$ cat config.mk
export PLATFORM = sky130hd
export DESIGN_NAME = ind_reg_seq
export DESIGN_NICKNAME = d
export VERILOG_FILES = /design/src/rtl/ind_reg_pkg.sv /design/src/rtl/ind_poll_timer.sv /design/src/rtl/ind_seq_ctrl.sv /design/src/rtl/ind_reg_seq.sv
export SDC_FILE = /design/constraint.sdc
export NUM_CORES = 1
export LEC_CHECK = 0
export ABC_CLOCK_PERIOD_IN_PS = 2200
export BUFFER_PORTS_ARGS = -buffer_cell sky130_fd_sc_hd__clkbuf_2
export CORE_ASPECT_RATIO = 0.9
export CORE_MARGIN = 2
export CORE_UTILIZATION = 40
export CTS_BUF_LIST = sky130_fd_sc_hd__clkbuf_8 sky130_fd_sc_hd__clkbuf_16
export CTS_CLUSTER_DIAMETER = 100
export DETAILED_ROUTE_END_ITERATION = 8
export PLACE_DENSITY = 0.77
export SYNTH_ARGS = -nofsm -noshare
export SYNTH_HDL_FRONTEND = slang
export SYNTH_SLANG_ARGS = --single-unit
$ cat constraint.sdc
create_clock -name clk_i -period 2.2 [get_ports clk_i]
set_input_delay 0.22 -clock clk_i [delete_from_list [all_inputs] [get_ports clk_i]]
set_output_delay 0.22 -clock clk_i [all_outputs]
set_load 0.005 [all_outputs]
$ cat src/rtl/ind_reg_pkg.sv
package ind_reg_pkg;

  typedef enum logic [3:0] {
    ST_IDLE,
    ST_ENTRY,
    ST_WDAT,
    ST_ADDR,
    ST_CMD,
    ST_ACK,
    ST_ACK_GAP,
    ST_DATA,
    ST_IDLE_CMD,
    ST_IDLE_POLL,
    ST_IDLE_GAP,
    ST_RESP
  } seq_state_e;

  typedef enum logic [1:0] {
    RSP_OK      = 2'd0,
    RSP_ACK_TO  = 2'd1,
    RSP_IDLE_TO = 2'd2
  } rsp_status_e;

endpackage

$ cat src/rtl/ind_poll_timer.sv
module ind_poll_timer #(
  parameter int TIMEOUT_CYC = 1000,
  parameter int POLL_GAP    = 4
) (
  input  logic clk_i,
  input  logic rst_ni,
  input  logic clr_i,
  input  logic run_i,
  input  logic gap_i,
  output logic expired_o,
  output logic gap_done_o
);
  localparam int CW = $clog2(TIMEOUT_CYC + 1);
  localparam logic [CW-1:0] T_LIM = CW'(TIMEOUT_CYC);

  logic [CW-1:0] cnt_q;

  // saturating phase-elapsed counter
  always_ff @(posedge clk_i or negedge rst_ni) begin
    if (!rst_ni)                      cnt_q <= '0;
    else if (clr_i)                   cnt_q <= '0;
    else if (run_i && cnt_q != T_LIM) cnt_q <= cnt_q + 1'b1;
  end

  assign expired_o = (cnt_q >= T_LIM);

  generate
    if (POLL_GAP > 0) begin : g_gap
      localparam int GW = (POLL_GAP > 1) ? $clog2(POLL_GAP) : 1;
      localparam logic [GW-1:0] G_LIM = GW'(POLL_GAP - 1);
      logic [GW-1:0] gap_q;
      always_ff @(posedge clk_i or negedge rst_ni) begin
        if (!rst_ni)                   gap_q <= '0;
        else if (gap_i && !gap_done_o) gap_q <= gap_q + 1'b1;
        else                           gap_q <= '0;
      end
      assign gap_done_o = (gap_q == G_LIM);
    end else begin : g_nogap
      logic unused_gap;
      assign unused_gap = gap_i;
      assign gap_done_o = 1'b1;
    end
  endgenerate

  AST_TMR_CLEAR: assert property (@(posedge clk_i) disable iff (!rst_ni)
    clr_i |=> !expired_o);

endmodule

$ cat src/rtl/ind_seq_ctrl.sv
module ind_seq_ctrl
  import ind_reg_pkg::*;
#(
  parameter int                DATA_W    = 32,
  parameter int                REQ_AW    = 16,
  parameter int                BUS_AW    = 8,
  parameter logic [BUS_AW-1:0] OFS_CMD   = 'h00,
  parameter logic [BUS_AW-1:0] OFS_ACK   = 'h04,
  parameter logic [BUS_AW-1:0] OFS_ADDR  = 'h08,
  parameter logic [BUS_AW-1:0] OFS_RDATA = 'h0C,
  parameter logic [BUS_AW-1:0] OFS_WDATA = 'h10,
  parameter logic [DATA_W-1:0] CMD_IDLE  = 'h0,
  parameter logic [DATA_W-1:0] CMD_READ  = 'h1,
  parameter logic [DATA_W-1:0] CMD_WRITE = 'h2,
  parameter logic [DATA_W-1:0] ACK_MASK  = 'h3,
  parameter int                POLL_GAP  = 4
) (
  input  logic              clk_i,
  input  logic              rst_ni,
  input  logic              req_valid_i,
  output logic              req_ready_o,
  input  logic              req_write_i,
  input  logic [REQ_AW-1:0] req_addr_i,
  input  logic [DATA_W-1:0] req_wdata_i,
  output logic              rsp_valid_o,
  output logic [1:0]        rsp_status_o,
  output logic              rsp_warn_o,
  output logic [DATA_W-1:0] rsp_rdata_o,
  output logic              bus_valid_o,
  input  logic              bus_ready_i,
  output logic              bus_write_o,
  output logic [BUS_AW-1:0] bus_addr_o,
  output logic [DATA_W-1:0] bus_wdata_o,
  input  logic [DATA_W-1:0] bus_rdata_i,
  output logic              tmr_clr_o,
  output logic              tmr_run_o,
  output logic              tmr_gap_o,
  input  logic              tmr_expired_i,
  input  logic              tmr_gap_done_i
);
  localparam bit GAP_EN = (POLL_GAP > 0);

  seq_state_e        state_q, state_d;
  logic              wr_q, warn_q, ack_to_q, idle_to_q;
  logic [REQ_AW-1:0] addr_q;
  logic [DATA_W-1:0] wdata_q, rdata_q;
  rsp_status_e       status;

  logic bus_done, ack_hit, idle_hit;
  assign bus_done = bus_valid_o && bus_ready_i;
  assign ack_hit  = ((bus_rdata_i & ACK_MASK) == ACK_MASK);
  assign idle_hit = (bus_rdata_i == CMD_IDLE);

  always_comb begin
    state_d     = state_q;
    tmr_clr_o   = 1'b0;
    bus_valid_o = 1'b0;
    bus_write_o = 1'b0;
    bus_addr_o  = '0;
    bus_wdata_o = '0;
    unique case (state_q)
      ST_IDLE: if (req_valid_i) state_d = ST_ENTRY;
      ST_ENTRY: begin
        bus_valid_o = 1'b1;
        bus_addr_o  = OFS_CMD;
        if (bus_done) state_d = wr_q ? ST_WDAT : ST_ADDR;
      end
      ST_WDAT: begin
        bus_valid_o = 1'b1;
        bus_write_o = 1'b1;
        bus_addr_o  = OFS_WDATA;
        bus_wdata_o = wdata_q;
        if (bus_done) state_d = ST_ADDR;
      end
      ST_ADDR: begin
        bus_valid_o = 1'b1;
        bus_write_o = 1'b1;
        bus_addr_o  = OFS_ADDR;
        bus_wdata_o = DATA_W'(addr_q);
        if (bus_done) state_d = ST_CMD;
      end
      ST_CMD: begin
        bus_valid_o = 1'b1;
        bus_write_o = 1'b1;
        bus_addr_o  = OFS_CMD;
        bus_wdata_o = wr_q ? CMD_WRITE : CMD_READ;
        if (bus_done) begin
          state_d   = ST_ACK;
          tmr_clr_o = 1'b1;
        end
      end
      ST_ACK: begin
        bus_valid_o = 1'b1;
        bus_addr_o  = OFS_ACK;
        if (bus_done) begin
          if (ack_hit)            state_d = wr_q ? ST_IDLE_CMD : ST_DATA;
          else if (tmr_expired_i) state_d = ST_IDLE_CMD;
          else                    state_d = GAP_EN ? ST_ACK_GAP : ST_ACK;
        end
      end
      ST_ACK_GAP: if (tmr_gap_done_i) state_d = ST_ACK;
      ST_DATA: begin
        bus_valid_o = 1'b1;
        bus_addr_o  = OFS_RDATA;
        if (bus_done) state_d = ST_IDLE_CMD;
      end
      ST_IDLE_CMD: begin
        bus_valid_o = 1'b1;
        bus_write_o = 1'b1;
        bus_addr_o  = OFS_CMD;
        bus_wdata_o = CMD_IDLE;
        if (bus_done) begin
          state_d   = ST_IDLE_POLL;
          tmr_clr_o = 1'b1;
        end
      end
      ST_IDLE_POLL: begin
        bus_valid_o = 1'b1;
        bus_addr_o  = OFS_CMD;
        if (bus_done) begin
          if (idle_hit || tmr_expired_i) state_d = ST_RESP;
          else                           state_d = GAP_EN ? ST_IDLE_GAP : ST_IDLE_POLL;
        end
      end
      ST_IDLE_GAP: if (tmr_gap_done_i) state_d = ST_IDLE_POLL;
      ST_RESP: state_d = ST_IDLE;
      default: state_d = ST_IDLE;
    endcase
  end

  always_ff @(posedge clk_i or negedge rst_ni) begin
    if (!rst_ni) begin
      state_q   <= ST_IDLE;
      wr_q      <= 1'b0;
      addr_q    <= '0;
      wdata_q   <= '0;
      rdata_q   <= '0;
      warn_q    <= 1'b0;
      ack_to_q  <= 1'b0;
      idle_to_q <= 1'b0;
    end else begin
      state_q <= state_d;
      if (state_q == ST_IDLE && req_valid_i) begin
        wr_q      <= req_write_i;
        addr_q    <= req_addr_i;
        wdata_q   <= req_wdata_i;
        rdata_q   <= '0;
        warn_q    <= 1'b0;
        ack_to_q  <= 1'b0;
        idle_to_q <= 1'b0;
      end
      if (state_q == ST_ENTRY && bus_done) warn_q <= !idle_hit;
      if (state_q == ST_ACK && bus_done && !ack_hit && tmr_expired_i) ack_to_q <= 1'b1;
      if (state_q == ST_DATA && bus_done) rdata_q <= bus_rdata_i;
      if (state_q == ST_IDLE_POLL && bus_done && !idle_hit && tmr_expired_i) idle_to_q <= 1'b1;
    end
  end

  assign tmr_run_o = (state_q == ST_ACK) || (state_q == ST_ACK_GAP) ||
                     (state_q == ST_IDLE_POLL) || (state_q == ST_IDLE_GAP);
  assign tmr_gap_o = (state_q == ST_ACK_GAP) || (state_q == ST_IDLE_GAP);

  // ack timeout outranks idle timeout
  assign status       = ack_to_q ? RSP_ACK_TO : (idle_to_q ? RSP_IDLE_TO : RSP_OK);
  assign req_ready_o  = (state_q == ST_IDLE);
  assign rsp_valid_o  = (state_q == ST_RESP);
  assign rsp_status_o = status;
  assign rsp_warn_o   = warn_q;
  assign rsp_rdata_o  = (status == RSP_OK) ? rdata_q : '0;

  AST_ONE_TXN: assert property (@(posedge clk_i) disable iff (!rst_ni)
    req_valid_i && req_ready_o |=> !req_ready_o);
  AST_RSP_PULSE: assert property (@(posedge clk_i) disable iff (!rst_ni)
    rsp_valid_o |=> !rsp_valid_o && req_ready_o);
  AST_STATUS_CODE: assert property (@(posedge clk_i) disable iff (!rst_ni)
    rsp_valid_o |-> rsp_status_o != 2'b11);
  AST_BUS_HOLD: assert property (@(posedge clk_i) disable iff (!rst_ni)
    bus_valid_o && !bus_ready_i |=> bus_valid_o && $stable(bus_addr_o) &&
    $stable(bus_write_o) && $stable(bus_wdata_o));
  AST_FREE_NO_BUS: assert property (@(posedge clk_i) disable iff (!rst_ni)
    req_ready_o |-> !bus_valid_o && !rsp_valid_o);

endmodule

$ cat src/rtl/ind_reg_seq.sv
module ind_reg_seq #(
  parameter int                DATA_W      = 32,
  parameter int                REQ_AW      = 16,
  parameter int                BUS_AW      = 8,
  parameter logic [BUS_AW-1:0] OFS_CMD     = 'h00,
  parameter logic [BUS_AW-1:0] OFS_ACK     = 'h04,
  parameter logic [BUS_AW-1:0] OFS_ADDR    = 'h08,
  parameter logic [BUS_AW-1:0] OFS_RDATA   = 'h0C,
  parameter logic [BUS_AW-1:0] OFS_WDATA   = 'h10,
  parameter logic [DATA_W-1:0] CMD_IDLE    = 'h0,
  parameter logic [DATA_W-1:0] CMD_READ    = 'h1,
  parameter logic [DATA_W-1:0] CMD_WRITE   = 'h2,
  parameter logic [DATA_W-1:0] ACK_MASK    = 'h3,
  parameter int                TIMEOUT_CYC = 1000,
  parameter int                POLL_GAP    = 4
) (
  input  logic              clk_i,
  input  logic              rst_ni,
  input  logic              req_valid_i,
  output logic              req_ready_o,
  input  logic              req_write_i,
  input  logic [REQ_AW-1:0] req_addr_i,
  input  logic [DATA_W-1:0] req_wdata_i,
  output logic              rsp_valid_o,
  output logic [1:0]        rsp_status_o,
  output logic              rsp_warn_o,
  output logic [DATA_W-1:0] rsp_rdata_o,
  output logic              bus_valid_o,
  input  logic              bus_ready_i,
  output logic              bus_write_o,
  output logic [BUS_AW-1:0] bus_addr_o,
  output logic [DATA_W-1:0] bus_wdata_o,
  input  logic [DATA_W-1:0] bus_rdata_i
);
  logic tmr_clr, tmr_run, tmr_gap, tmr_expired, tmr_gap_done;

  ind_seq_ctrl #(
    .DATA_W(DATA_W), .REQ_AW(REQ_AW), .BUS_AW(BUS_AW),
    .OFS_CMD(OFS_CMD), .OFS_ACK(OFS_ACK), .OFS_ADDR(OFS_ADDR),
    .OFS_RDATA(OFS_RDATA), .OFS_WDATA(OFS_WDATA),
    .CMD_IDLE(CMD_IDLE), .CMD_READ(CMD_READ), .CMD_WRITE(CMD_WRITE),
    .ACK_MASK(ACK_MASK), .POLL_GAP(POLL_GAP)
  ) u_ctrl (
    .clk_i, .rst_ni,
    .req_valid_i, .req_ready_o, .req_write_i, .req_addr_i, .req_wdata_i,
    .rsp_valid_o, .rsp_status_o, .rsp_warn_o, .rsp_rdata_o,
    .bus_valid_o, .bus_ready_i, .bus_write_o, .bus_addr_o, .bus_wdata_o, .bus_rdata_i,
    .tmr_clr_o(tmr_clr), .tmr_run_o(tmr_run), .tmr_gap_o(tmr_gap),
    .tmr_expired_i(tmr_expired), .tmr_gap_done_i(tmr_gap_done)
  );

  ind_poll_timer #(
    .TIMEOUT_CYC(TIMEOUT_CYC), .POLL_GAP(POLL_GAP)
  ) u_timer (
    .clk_i, .rst_ni,
    .clr_i(tmr_clr), .run_i(tmr_run), .gap_i(tmr_gap),
    .expired_o(tmr_expired), .gap_done_o(tmr_gap_done)
  );

endmodule

; ---- Word-level counts from Yosys, hierarchy flattened
; Cells that the tools add are included.
[word_totals]
inputBits = 85
out_inout_bits = 79
elab_cells = 106
mem_bits_rw = 0
regBits = 100
romBits = 0
latchBits = 0
memories = 0
[classes]
div = 0
shifts = 0
mux = 36
n_bitwise = 0
multipliers = 0
magnitude_cmp = 1
eq_ne = 25
n_addsub = 2
n_reduce_logical = 32
[op_table]
columns = op, count
row1 = $mux 32, 3
row2 = $pmux 32 s3, 1
row3 = $mux 4, 14
row4 = $pmux 4 s11, 1
row5 = $logic_not 32->1, 1
row6 = $mux 10, 2
row7 = $ne 2x1->1 const B, 10
row8 = $pmux 5 s4, 1
row9 = $eq 4x3->1 const B, 4
row10 = $eq 4x4->1 const B, 4
row11 = $logic_and 1x1->1, 12
row12 = $reduce_and 11->1, 1
row13 = $add 10x1->10 const B, 1
row14 = $ge 10x10->1 const B, 1
row15 = $mux 1, 10
row16 = $ne 10x10->1 const B, 1
row17 = $reduce_bool 2->1, 5
row18 = $eq 4x2->1 const B, 2
row19 = $mux 2, 4
row20 = $reduce_or 8->1, 1
row21 = $logic_or 1x1->1, 5
row22 = $eq 2x2->1 const B, 2
row23 = $eq 4x1->1 const B, 1
row24 = $logic_not 4->1, 1
row25 = other kinds (6), 8

; ---- Longest topological paths before layout
[logic_depth]
depth_word = 8
ltp_mapped = 8
mapped_depth_nobuf = 6

; ---- By module
; From an unflattened synthesis, not the netlist that was laid out.
[hier_totals]
cells_unflattened = 423
area_unflattened_um2 = 4879.7
[modules_own_cells]
columns = mod, area_per_inst_um2, instances, cells_each, seq_area_each_um2
row1 = ind_seq_ctrl, 4202.8, 1, 357, 2202.1
row2 = ind_poll_timer, 676.9, 1, 66, 300.3

; ---- Least setup slack after synthesis
; OpenSTA, ideal clock, no wires.
[synth_path]
path_type = flip-flop to output port
from = reg u_ctrl.state_q[2]
to = out bus_wdata_o[18]
slack_ns = 0.510
required_ns = 1.980
arrival_time_ns = 1.470
stages_incl_launch_ff = 5
path_buffers = 2
path_cell_list = dfrtp_1 > clkbuf_1 > nor3_1 > clkbuf_1 > and2_1
[synth_via]
elab_chain_cells = 2
word_cells_on_any_way = 4
cone_classes = eq/ne (3) / mux (1)
[synth_lines]
columns = element, line_no
row1 = start: declaration, ind_seq_ctrl.sv:43  ; seq_state_e state_q, state_d;
row2 = start signal: assignment, ind_seq_ctrl.sv:142  ; state_q <= state_d;
row3 = $eq 4x3->1 / $eq 4x2->1 (equally long branches), ind_seq_ctrl.sv:61  ; unique case (state_q)
row4 = $pmux 32 s3 *, ind_seq_ctrl.sv:61
row5 = end: declaration, ind_reg_seq.sv:32  ; output logic [DATA_W-1:0] bus_wdata_o,
; Mark *: on every way between the ends. The rest lies on a longest branch, timed or not.

; ---- Final worst setup path
[layout_path]
from = reg u_ctrl.state_q[3]
to = out bus_valid_o
[layout_via]
elab_chain_cells = 3
word_cells_on_any_way = 10
cone_classes = eq/ne (8) / mux (1) / reduce/logical (1)
[layout_lines]
columns = element, line_no
row1 = $eq 4x2->1 (tied with other cells), ind_seq_ctrl.sv:61
row2 = $reduce_or 8->1 (no line) *, n/a
row3 = $mux 1 *, ind_seq_ctrl.sv:61
row4 = end: declaration, ind_reg_seq.sv:28  ; output logic bus_valid_o,
; Marked as above.

==> results.toml <==
[power]
power_density_nw_per_um2 = 1250
total_power_mw = 7.50
leakage_nw = 2.97
peakVddDrop_v = 0.000852

[die]
core_area_um2 = 11400
start_util_pct = 41.2
die_w_um = 118
die-area_um2 = 12700
io_pins = 164
fp-row-count = 37
die-height_um = 107

[place]
routabilityCongestion = 0.837
place_hpwl_um = 8210
port_buffers = 158
dpl.cell_count = 710

[global_routing]
overflow = 0
grt_pass1_vias = 3770
grt_max_degree = 50
antenna_found_initial = 0
grt.total_usage_pct = 18.1
grt_pass1_wl_um = 18300

[cts]
cts_root_buffer = "clkbuf_16"
clock_latency_ps = 340
htreeDepth = 3
numClockSinks = 100
clkSlewWorstSetupHoldPaths_ps = 70
post_cts_buffers = 0
numCtsBuffers = 9
clockBufferDepth = 2
tritoncts = "done"

[sta]
rsz0062_at_grt = "no"
worstMarginPinSlew_ps = 647
setup_viol = 0
hold_ws_ps = 108
hold_viol_final = 0
finClkSkew_ps = 8.51
slew_headroom_pct = 56.9
period_needed_ps = 2110
fin_setup_tns_ps = 0
slew_violations = 0
finalCritPeriodShare_pct = 96.0
fmax_ghz = 0.473

[detailed_routing]
wl_um = 11300
drc = 0
ant_nets = 0
vias = 3724
drt_pass1_iterations = 4
viasPerCell = 5.12
wire_per_inst_um = 15.5
drt_iter0_drc = 204

[finish]
layout_common_cells = "clkbuf_2, dfrtp_1, and2_1, mux2_2, a22o_1"
antenna_cells = 0
num-fill-cells = 1019
fin_nets = 654
drive_gt1_share_pct = 42.6
area_growth_pct = 27.3
final_common_cell = "clkbuf_2"
finalNonFillerCells = 727

[synth]
netlist.area_leader.share_pct = 53.1
ys_top_cells_by_area = "dfrtp_1, mux2_2, a22o_1, and2_1, nor2_1"
ys_ff_latch = 100
syn_inst = 412
syn_avg_cell_area_um2 = 11.4
yosysWarnings = 0
yosysUniqueCellTypes = 41
syn_area_um2 = 4710
ys_seq_area_share_pct = 53.1
yosysTopAreaCell = "dfrtp_1"

[setup_path]
worst-path-max-fanout = 16
startpoint_type = "flip-flop"
worstSetupPathType = "reg2out"
crit_arrival_ps = 1890
cp-end-kind = "output pin"
critical_path_required_ps = 1980

[outcome]
status = "completed"

[flow_run]
maxCapViolCount = 0

[hold_path]
min_path_type = "in2reg"
[timing repair]
item                                    CTS  global route
endpoints found under the setup margin    2             1
gates resized for setup                   3             1
hold buffers                              1             0
endpoints found under the hold margin    28             0
[state kept, by name, summed over array words and instances (netlist names)]
signal               flops
u_ctrl.ack_to_q          1
u_timer.g_gap.gap_q      2
u_ctrl.state_q           4
u_timer.cnt_q           10
u_ctrl.wr_q              1
u_ctrl.idle_to_q         1
u_ctrl.rsp_warn_o        1
u_ctrl.addr_q           16
u_ctrl.rdata_q          32
u_ctrl.wdata_q          32
[metrics by stage]
stage / utilization (%) / instance area [µm²] / worst slack (ps)
2_1_floorplan: - / 4720 / 510
3_3_place_gp: 49.8 / 5690 / 269
3_5_place_dp: 49.8 / 5690 / 250
4_1_cts: 52.4 / 5990 / 61.5
5_1_grt: 52.4 / 5990 / 5.71
6_report: 52.4 / 5990 / 87.8
[worst max-delay path, stage by stage (launching register included)]
cell and delay [ps]:
dfrtp_1 760, xnor2_2 170, buf_4 200, o22ai_1 260, clkbuf_2 170
[kinds of logic after synthesis]
kind of cell | synth area share [%]
other | 0.0796
multiplexers | 12.1
flip-flops | 53.1
adder cells (fa/ha/maj) | 0.797
buffers and inverters | 3.69
AND/OR/NAND/NOR | 15.5
XOR/XNOR | 1.83
AO/OA/AOI/OAI | 12.9
[final timing paths]
| kind | slack (ps) | cells after the start | startpoint | to |
|---|---|---|---|---|
| max | 90 | 4 | u_ctrl.state_q[3] | bus_valid_o |
| min | 110 | 2 | req_wdata_i[20] | u_ctrl.wdata_q[20] |
| max reg2reg | 190 | 6 | u_ctrl.state_q[3] | u_ctrl.wdata_q[5] |
| min reg2reg | 440 | 1 | u_timer.g_gap.gap_q[0] | u_timer.g_gap.gap_q[0] |
| max in group asynchronous | 1180 | 3 | rst_ni | u_ctrl.rdata_q[21] |
| min in group asynchronous | 360 | 2 | rst_ni | u_ctrl.rdata_q[2] |
[cells in the mapped netlist]
cell type  number
buf_2          13
clkbuf_1       11
a311oi_1        1
xnor2_2         1
nand4_1         6
mux2_2         49
o22ai_1         2
nand3b_1        1
buf_1           1
a32oi_1         1
o21ai_0        15
nor4b_1         1
ha_1            3
o2111ai_1       1
a41oi_1         1
buf_4           6
or2_2           2
dfrtp_1       100
or3_1           2
nor2_1         24
a2111oi_0       1
mux2i_1         2
nor4_1          9
nor2b_1         4
nand3_1         6
o32ai_1         1
nor3_1          3
conb_1          1
xnor2_1         4
o41ai_1         1
and3_1          4
nand2b_1        2
a21oi_1         6
and2_1         50
a22o_1         46
a211oi_1        2
a2bb2oi_1       1
nor4b_2         1
inv_1           5
xor2_1          4
nand2_1        18
[layout make-up]
type                    count  area [µm²]  share of cell area (%)
multi-input cells         280        2070                    34.6
clock inverters             6        40.0                   0.668
flip-flops and latches    100        2500                    41.8
inverters                   5        18.8                   0.313
well taps                 156         195                    3.26
clock buffers              10         239                    3.99
repair buffers            170         923                    15.4
[power breakdown]
part           total, mW  internal, mW  leakage (nW)  switching (mW)
clock network       1.46         0.795         0.138           0.663
registers           3.13          2.57          1.27           0.554
logic               2.91          1.58          1.56            1.33
total               7.50          4.95          2.97            2.55
[routing by layer]
layer	up-vias	global-route usage (%)	routed length (µm)	share of wire (%)
li1	1782	-	-	-
met1	1797	23.1	4880	43
met5	-	0	0	0
met4	0	6.38	99	0.88
met3	8	6.65	912	8.1
met2	137	28.6	5400	48
Power figures use the tool's default switching activity.
